===== config.mk =====
export PLATFORM = sky130hd
export DESIGN_NAME = cfg_guard_loader
export DESIGN_NICKNAME = d
export VERILOG_FILES = /design/src/rtl/cfg_loader_pkg.sv /design/src/rtl/cfg_rd_agent.sv /design/src/rtl/cfg_word_judge.sv /design/src/rtl/cfg_decode.sv /design/src/rtl/cfg_guard_loader.sv
export SDC_FILE = /design/constraint.sdc
export NUM_CORES = 1
export LEC_CHECK = 0
export CAP_MARGIN = 15
export CORE_MARGIN = 4
export CORE_UTILIZATION = 27
export CTS_CLUSTER_DIAMETER = 50
export DETAILED_ROUTE_END_ITERATION = 16
export SETUP_SLACK_MARGIN = 0.2
export SLEW_MARGIN = 20
export SYNTH_ARGS = -nofsm -noshare
export SYNTH_HDL_FRONTEND = slang
export SYNTH_SLANG_ARGS = --single-unit

===== constraint.sdc =====
create_clock -name clk -period 2.6 [get_ports clk]
set_input_delay 0.52 -clock clk [delete_from_list [all_inputs] [get_ports clk]]
set_output_delay 0.52 -clock clk [all_outputs]
set_load 0.01 [all_outputs]

===== src/rtl/cfg_loader_pkg.sv =====
package cfg_loader_pkg;

    typedef enum logic [2:0] {
        ST_ISSUE = 3'd0,
        ST_WAIT  = 3'd1,
        ST_JUDGE = 3'd2,
        ST_DONE  = 3'd3,
        ST_LOCK  = 3'd4
    } ld_state_t;

    typedef struct packed {
        logic core_a_off;
        logic core_b_off;
        logic dbg_off;
    } core_cfg_t;

    localparam core_cfg_t SAFE_CFG = 3'b111;

    // slot order within one attempt: guard, crit0, guard, crit1, guard
    localparam int SEQ_LEN  = 5;
    localparam int CW0_SLOT = 1;
    localparam int CW1_SLOT = 3;

    // bit positions inside the critical words
    localparam int A_BIT   = 0;
    localparam int B_BIT   = 1;
    localparam int DBG_BIT = 0;

endpackage


===== src/rtl/cfg_rd_agent.sv =====
module cfg_rd_agent #(
    parameter int TIMEOUT = 64
) (
    input  logic clk,
    input  logic rst_n,
    input  logic start,
    input  logic waiting,
    input  logic rsp_valid,
    output logic timeout
);
    localparam int TMR_W = $clog2(TIMEOUT);
    localparam logic [TMR_W-1:0] LIMIT = TMR_W'(TIMEOUT - 1);

    logic [TMR_W-1:0] timer;

    always_ff @(posedge clk or negedge rst_n) begin
        if (!rst_n) begin
            timer <= '0;
        end else if (start) begin
            timer <= '0;
        end else if (waiting && !rsp_valid && timer != LIMIT) begin
            timer <= timer + 1'b1;
        end
    end

    assign timeout = waiting && !rsp_valid && (timer == LIMIT);


    timer_bound_chk: assert property (@(posedge clk) disable iff (!rst_n)
        (timer == LIMIT && !start) |=> (timer == LIMIT || start || $past(start)));

endmodule


===== src/rtl/cfg_word_judge.sv =====
module cfg_word_judge #(
    parameter int               DATA_W     = 24,
    parameter logic [DATA_W-1:0] GUARD_WORD = 24'h333333
) (
    input  logic              guard_slot,
    input  logic [DATA_W-1:0] data,
    output logic              word_bad
);
    logic is_guard;

    assign is_guard = (data == GUARD_WORD);
    // guard slots must match, critical slots must not look like the guard
    assign word_bad = guard_slot ? !is_guard : is_guard;

endmodule


===== src/rtl/cfg_decode.sv =====
module cfg_decode
    import cfg_loader_pkg::*;
(
    input  logic [1:0] cw0_bits,
    input  logic       cw1_bit,
    output core_cfg_t  cfg
);
    // cw0_bits[0] = core A disable, cw0_bits[1] = core B disable
    always_comb begin
        cfg.core_a_off = cw0_bits[0];
        cfg.core_b_off = cw0_bits[1] && !cw0_bits[0];
        cfg.dbg_off    = cw1_bit;
    end

endmodule


===== src/rtl/cfg_guard_loader.sv =====
module cfg_guard_loader
    import cfg_loader_pkg::*;
#(
    parameter int                ADDR_W     = 8,
    parameter int                DATA_W     = 24,
    parameter logic [ADDR_W-1:0] BASE_ADDR  = 8'h10,
    parameter logic [DATA_W-1:0] GUARD_WORD = 24'h333333,
    parameter int                MAX_TRIES  = 3,
    parameter int                TIMEOUT    = 64
) (
    input  logic              clk,
    input  logic              rst_n,
    output logic [ADDR_W-1:0] otp_addr,
    output logic              otp_rd,
    input  logic [DATA_W-1:0] otp_data,
    input  logic              otp_valid,
    output logic              core_a_off,
    output logic              core_b_off,
    output logic              dbg_off,
    output logic              done,
    output logic              fault
);
    localparam int STEP_W = $clog2(SEQ_LEN);
    localparam int TRY_W  = $clog2(MAX_TRIES + 1);
    localparam logic [STEP_W-1:0] LAST_STEP = STEP_W'(SEQ_LEN - 1);
    localparam logic [STEP_W-1:0] CW0_STEP  = STEP_W'(CW0_SLOT);
    localparam logic [STEP_W-1:0] CW1_STEP  = STEP_W'(CW1_SLOT);
    localparam logic [TRY_W-1:0]  LAST_TRY  = TRY_W'(MAX_TRIES - 1);

    ld_state_t         state, nxt;
    logic [STEP_W-1:0] step;
    logic [TRY_W-1:0]  tries;
    logic              bad;
    logic [1:0]        cw0_q;
    logic              cw1_q;
    logic              word_bad, timeout, waiting;
    core_cfg_t         dec_cfg, cfg_q;
    logic              done_q, fault_q;

    assign otp_rd   = (state == ST_ISSUE);
    assign waiting  = (state == ST_WAIT);
    assign otp_addr = BASE_ADDR + ADDR_W'(step);

    cfg_rd_agent #(.TIMEOUT(TIMEOUT)) u_agent (
        .clk       (clk),
        .rst_n     (rst_n),
        .start     (otp_rd),
        .waiting   (waiting),
        .rsp_valid (otp_valid),
        .timeout   (timeout)
    );

    cfg_word_judge #(.DATA_W(DATA_W), .GUARD_WORD(GUARD_WORD)) u_judge (
        .guard_slot (!step[0]),
        .data       (otp_data),
        .word_bad   (word_bad)
    );

    cfg_decode u_decode (
        .cw0_bits (cw0_q),
        .cw1_bit  (cw1_q),
        .cfg      (dec_cfg)
    );

    // next-state logic
    always_comb begin
        nxt = state;
        unique case (state)
            ST_ISSUE: nxt = ST_WAIT;
            ST_WAIT: begin
                if (otp_valid) begin
                    nxt = (step == LAST_STEP) ? ST_JUDGE : ST_ISSUE;
                end else if (timeout) begin
                    nxt = ST_JUDGE;
                end
            end
            ST_JUDGE: begin
                if (!bad)                   nxt = ST_DONE;
                else if (tries == LAST_TRY) nxt = ST_LOCK;
                else                        nxt = ST_ISSUE;
            end
            ST_DONE:  nxt = ST_DONE;
            ST_LOCK:  nxt = ST_LOCK;
            default:  nxt = ST_LOCK;
        endcase
    end

    // state register and read sequencing
    always_ff @(posedge clk or negedge rst_n) begin
        if (!rst_n) begin
            state <= ST_ISSUE;
            step  <= '0;
            tries <= '0;
            bad   <= 1'b0;
            cw0_q <= '0;
            cw1_q <= 1'b0;
        end else begin
            state <= nxt;
            if (waiting && otp_valid) begin
                bad  <= bad | word_bad;
                step <= step + 1'b1;
                if (step == CW0_STEP) cw0_q <= {otp_data[B_BIT], otp_data[A_BIT]};
                if (step == CW1_STEP) cw1_q <= otp_data[DBG_BIT];
            end else if (waiting && timeout) begin
                bad <= 1'b1;
            end else if (state == ST_JUDGE && nxt == ST_ISSUE) begin
                tries <= tries + 1'b1;
                step  <= '0;
                bad   <= 1'b0;
            end
        end
    end

    // output register: published once, on the final verdict
    always_ff @(posedge clk or negedge rst_n) begin
        if (!rst_n) begin
            cfg_q   <= SAFE_CFG;
            done_q  <= 1'b0;
            fault_q <= 1'b0;
        end else if (state == ST_JUDGE) begin
            if (nxt == ST_DONE) begin
                cfg_q  <= dec_cfg;
                done_q <= 1'b1;
            end else if (nxt == ST_LOCK) begin
                done_q  <= 1'b1;
                fault_q <= 1'b1;
            end
        end
    end

    assign core_a_off = cfg_q.core_a_off;
    assign core_b_off = cfg_q.core_b_off;
    assign dbg_off    = cfg_q.dbg_off;
    assign done       = done_q;
    assign fault      = fault_q;


    safe_until_done_chk: assert property (@(posedge clk) disable iff (!rst_n)
        !done |-> (core_a_off && core_b_off && dbg_off));


    hold_after_done_chk: assert property (@(posedge clk) disable iff (!rst_n)
        done |=> (done && $stable({core_a_off, core_b_off, dbg_off, fault})));


    lock_safe_chk: assert property (@(posedge clk) disable iff (!rst_n)
        fault |-> (done && core_a_off && core_b_off && dbg_off));


    one_core_runs_chk: assert property (@(posedge clk) disable iff (!rst_n)
        (done && !fault) |-> !(core_a_off && core_b_off));


    single_strobe_chk: assert property (@(posedge clk) disable iff (!rst_n)
        otp_rd |=> !otp_rd);


    addr_window_chk: assert property (@(posedge clk) disable iff (!rst_n)
        otp_rd |-> ((otp_addr - BASE_ADDR) < ADDR_W'(SEQ_LEN)));

endmodule


# --- After elaboration in Yosys (flattened, before gate mapping) ---
# Index checks and enable logic that the tools add are counted.
# Widths: inputs -> output; s select.
totals:
  regBits: 23
  input_bits: 27
  out_inout_bits: 14
  elab_cells: 73
op_classes:
  n_addsub: 4
  n_eq_ne: 13
  n_mux: 17
  bitwise_logic: 4
  n_reduce_logical: 23
op_table:
  columns: ["operator", "n"]
  rows:
  - ["$eq 24x22->1 const B", 1]
  - ["$mux 3", 7]
  - ["$eq 3x2->1 const B", 4]
  - ["$mux 6", 2]
  - ["$pmux 3 s4", 1]
  - ["$reduce_and 2->1", 5]
  - ["$logic_and 1x1->1", 7]
  - ["$add 5x3->6 const A", 1]
  - ["$add 6x1->6 const B", 1]
  - ["$eq 3x1->1 const B", 2]
  - ["$eq 3x3->1 const B", 2]
  - ["$eq 6x6->1 const B", 1]
  - ["$logic_not 3->1", 2]
  - ["$mux 1", 6]
  - ["$ne 6x6->1 const B", 1]
  - ["$reduce_and 3->1", 2]
  - ["$reduce_bool 2->1", 3]
  - ["$add 3x1->3 const B", 1]
  - ["$logic_not 1->1", 3]
  - ["$not 1->1", 3]
  - ["$reduce_bool 3->1", 1]
  - ["$add 2x1->2 const B", 1]
  - ["$eq 2x2->1 const B", 1]
  - ["$mux 2", 1]
  - ["2 further kinds", 2]

# --- Depth between registers and ports, before layout ---
logic_depth:
  ltp_word: 11
  depth_mapped: 7
  mapped_depth_nobuf: 6

# --- Hierarchy ---
# Synthesis repeated with hierarchy kept, for this count alone.
unflattened:
  hier_cells: 128
  hier_area_um2: 1422.6
by_module_without_submodules:
  columns: ["module", "instances", "cells_each", "area_each_um2", "seq_area_each_um2"]
  rows:
  - ["cfg_guard_loader", 1, 77, 887.1, 429.2]
  - ["cfg_rd_agent", 1, 38, 409.1, 150.1]
  - ["cfg_word_judge", 1, 10, 97.6, 0.0]
  - ["cfg_decode", 1, 3, 28.8, 0.0]

# --- Worst setup path after synthesis ---
# OpenSTA, ideal clock, no wires.
synth_timing:
  path_type: "input -> register"
  start: "input otp_valid"
  end: "register u_agent.timer[5]"
  setup_ns: 0.078
  arrival_ns: 1.610
  required_time_ns: 2.522
  slack_ns: 0.912
  stages: 3
  n_path_buf: 0
  path_cell_list: "or4b_4 > or4_1 > a21oi_1"
synth_via:
  elab_chain_cells: 4
synth_lines:
  columns: ["item", "line_no", "source"]
  rows:
  - ["from (decl)", "cfg_guard_loader.sv:16", "input logic otp_valid,"]
  - ["$logic_not 1->1", "cfg_rd_agent.sv:21", "end else if (waiting && !rsp_valid && timer != LIMIT) begin"]
  - ["$logic_and 1x1->1 (2 in series)", "cfg_rd_agent.sv:21", null]
  - ["$reduce_bool 2->1 (no source line)", null, null]
  - ["to (signal assigned)", "cfg_rd_agent.sv:22", "timer <= timer + 1'b1;"]
  - ["to (decl)", "cfg_rd_agent.sv:14", "logic [TMR_W-1:0] timer;"]
# No other way between the ends.
# A chain may end at the register's enable or synchronous reset.

# --- Worst setup path in the final report ---
layout_timing:
  start: "register state[0]"
  end: "output otp_rd"
layout_via:
  elab_chain_cells: 1
layout_lines:
  columns: ["item", "line_no", "source"]
  rows:
  - ["from (decl)", "cfg_guard_loader.sv:30", "ld_state_t state, nxt;"]
  - ["from (signal assigned)", "cfg_guard_loader.sv:98", "state <= nxt;"]
  - ["$logic_not 3->1", "cfg_guard_loader.sv:40", "assign otp_rd = (state == ST_ISSUE);"]
  - ["to (decl)", "cfg_guard_loader.sv:14", "output logic otp_rd,"]
# No other way between the ends.

==> results by group <==
Critical path
  • Worst EP arrival: 1.64 ns
  • Worst setup SP type: flip-flop
  • Crit path required time: roughly 2.1 ns
  • CP Max Fanout: 9
  • Worst Setup End Kind: output port
  • Worst Setup Path Type: flip-flop to output port

Drt
  • Routed WL: roughly 2.6 mm
  • WL/cell: between 10 and 15 µm
  • Vias per cell: 4.700
  • Routed Antenna Nets: 0
  • Via count: between 900 and 1000
  • DRC: 0
  • Router iterations before antenna repair: 4
  • Drt first-iter violations: 49

Global routing
  • Vias in the first global route: ~1000
  • Antenna violations before repair: 0
  • Global-route wire length before repair: 4.367 mm
  • Grt ovf: 0
  • Total track usage: 0.09219
  • Largest net degree at the start of global routing: 24

Power
  • Worst IR Drop VDD: 274.3 µV
  • Clock network fraction of design power: 0.151
  • NetSw: 0.5044 mW
  • Leak: ~0.70 nW
  • Cell-internal power: 0.9530 mW
  • Gate power share: 0.426
  • Sequential power share: 0.422
  • P per Cell Area: approximately 870 nW/µm²
  • Switching Fraction: 0.3461
  • Power, Total: 1.457 mW

Synth
  • Ys async rst share: 1.000
  • Number of synthesized flops with an enable pin: 0
  • Synthesized flop and latch total: 23
  • Register area share after synthesis: 0.4644
  • Post-synthesis cell count: 119
  • Synthesized area: ~1200 µm²
  • Netlist cell types: 44
  • Mean post-synth cell area: 10.48 µm²
  • Post-synth top flop: dfrtp_1
  • YS warnings: 0

Floorplan
  • Initial core utilization: 0.2826
  • Core ar.: 4414 µm²
  • Die width: about 76 µm
  • Chip Height: approximately 76 µm
  • FP Rows: 24
  • Die area: 5771 µm²
  • Top Ports: 41

Placement
  • Hpwl dp: roughly 2.1 mm
  • DP Area: about 1600 µm²
  • Worst slack at placement: between 0.3 and 0.4 ns
  • Port-buffer cells: 35
  • Final RePlAce weighted congestion: 0.8123

Clock tree
  • Post-CTS Resized: 0
  • Hold_buf cts: 0
  • CTS root buf: clkbuf_8
  • H-tree Lvls: 1
  • CTS Buffer Depth: 2
  • TritonCTS buffer count: 3
  • CTS tree: done
  • Worst-Skew Late Latency: 0.26 ns
  • Post CTS Setup Buffer Count: 0
  • CTS clk-pin slew, worst paths: around 0.08 ns
  • CTS Sinks: 23

Layout
  • Layout cells sized above 1: 0.1226
  • Final Cell Area: 1677 µm²
  • Area grow syn2layout: 34.40%
  • Highest-count cells in the layout ignoring fill and taps: clkdlybuf4s50_1, dfrtp_1, inv_1, nor2_1
  • Commonest non-fill, non-tap cell in the layout: clkdlybuf4s50_1
  • Nets: 189
  • Antenna fix cells: 0

Run
  • MaxCap Viol Count: 0

Timing
  • Setup TNS: 0 ns
  • Fin Clk Skew: between 0.002 and 0.0025 ns
  • Fin crit share: 0.8298
  • Final setup vio count: 0
  • Minimum clock period: between 2 and 2.5 ns
  • WHS: 0.4634 ns
  • Fin. Hold Viols: 0
  • Pins Over Slew Limit: 0
  • Fmax: roughly 460 MHz
  • Unrepaired setup endpoints after global routing: no
  • PnR worst setup slack: between 0.4 and 0.5 ns

Run status
  • Status: finished, final reports clean

Min path
  • Worst hold path class: flip-flop to flip-flop
-- final cells by class --
| class | count | area, µm² |
|---|---|---|
| Fill cell | 435 | 2738 |
| Multi-Input combinational cell | 84 | 595.6 |
| Sequential cell | 23 | 579.3 |
| Timing Repair Buffer | 37 | 365.4 |
| Tap cell | 52 | 65.06 |
| Clock buffer | 4 | 45.04 |
| Inverter | 7 | 26.28 |
-- registers in the layout (all words and copies together) (netlist names) --
signal / count
step: 3
bad: 1
u_agent.timer: 6
fault: 1
cw1_q: 1
core_b_off: 1
dbg_off: 1
done: 1
tries: 2
state: 3
cw0_q: 2
core_a_off: 1
-- power by group through the flow --
stage	logic, mW	clock network, mW	registers (mW)
after global placement	0.610	0	0.617
after detailed placement	0.634	0	0.622
final	0.621	0.221	0.615
after floorplan	0.393	0	0.600
after global routing	0.699	0.242	0.635
after CTS	0.636	0.226	0.617
-- per-layer routing --
layer	wire length, µm	track usage	vias to the layer above
li1	-	-	491
met1	1145	0.1075	442
met2	1196	0.1507	35
met3	213	0.03546	5
met4	48	0.03737	0
met5	0	0	-
-- synthesized netlist by cell type (2+ instances only) --
cell type  number  share of area
dfrtp_1        20           0.40
inv_1           7          0.021
nor2_1          7          0.021
ha_1            6          0.060
nand3_1         6          0.024
buf_4           5          0.030
mux2_2          5          0.045
nand4_1         5          0.025
o21ai_0         5          0.020
nand2_1         4          0.012
a21oi_1         3          0.012
dfstp_2         3          0.063
nand2b_1        3          0.015
nor2b_1         3          0.015
nor4b_1         3          0.021
xnor2_1         3          0.021
a21o_2          2          0.014
conb_1          2         0.0060
nand3b_1        2          0.012
-- final timing paths --
| path | to | depth (start not counted) | startpoint | slack [ns] |
|---|---|---|---|---|
| max in group asynchronous | core_b_off | 2 | rst_n | 1.72 |
| worst max register to register | u_agent.timer[5] | 3 | state[2] | 0.87 |
| min in group asynchronous | state[2] | 2 | rst_n | 0.60 |
| worst max-delay path | otp_rd | 3 | state[0] | 0.44 |
| worst min register to register | done | 1 | done | 0.46 |
| worst min-delay path | done | 1 | done | 0.46 |
-- worst max-delay path: stages (launching register included) --
cell	delay, ns
dfrtp_1	0.46
nor3_1	0.20
buf_4	0.18
clkdlybuf4s50_1	0.54
-- stage by stage --
stage                     utilization  instances
after floorplan                     -        122
after global placement         0.3696        203
after detailed placement       0.3696        203
after CTS                      0.3798        207
after global routing           0.3798        207
final                          0.3798        207
-- logic make-up (layout without fill, tap and decap cells) --
group                    count (synthesis)  in the layout  synth area share
buffers and inverters                   15             48           0.06720
adder cells (fa/ha/maj)                  6              6           0.06018
XOR/XNOR                                 4              4           0.02809
AND/OR/NAND/NOR                         42             42            0.2066
AO/OA/AOI/OAI                           21             21            0.1144
multiplexers                             6              6           0.05316
other                                    2              5          0.006020
flip-flops                              23             23            0.4644
No activity file was read; power rests on OpenSTA's default activity.
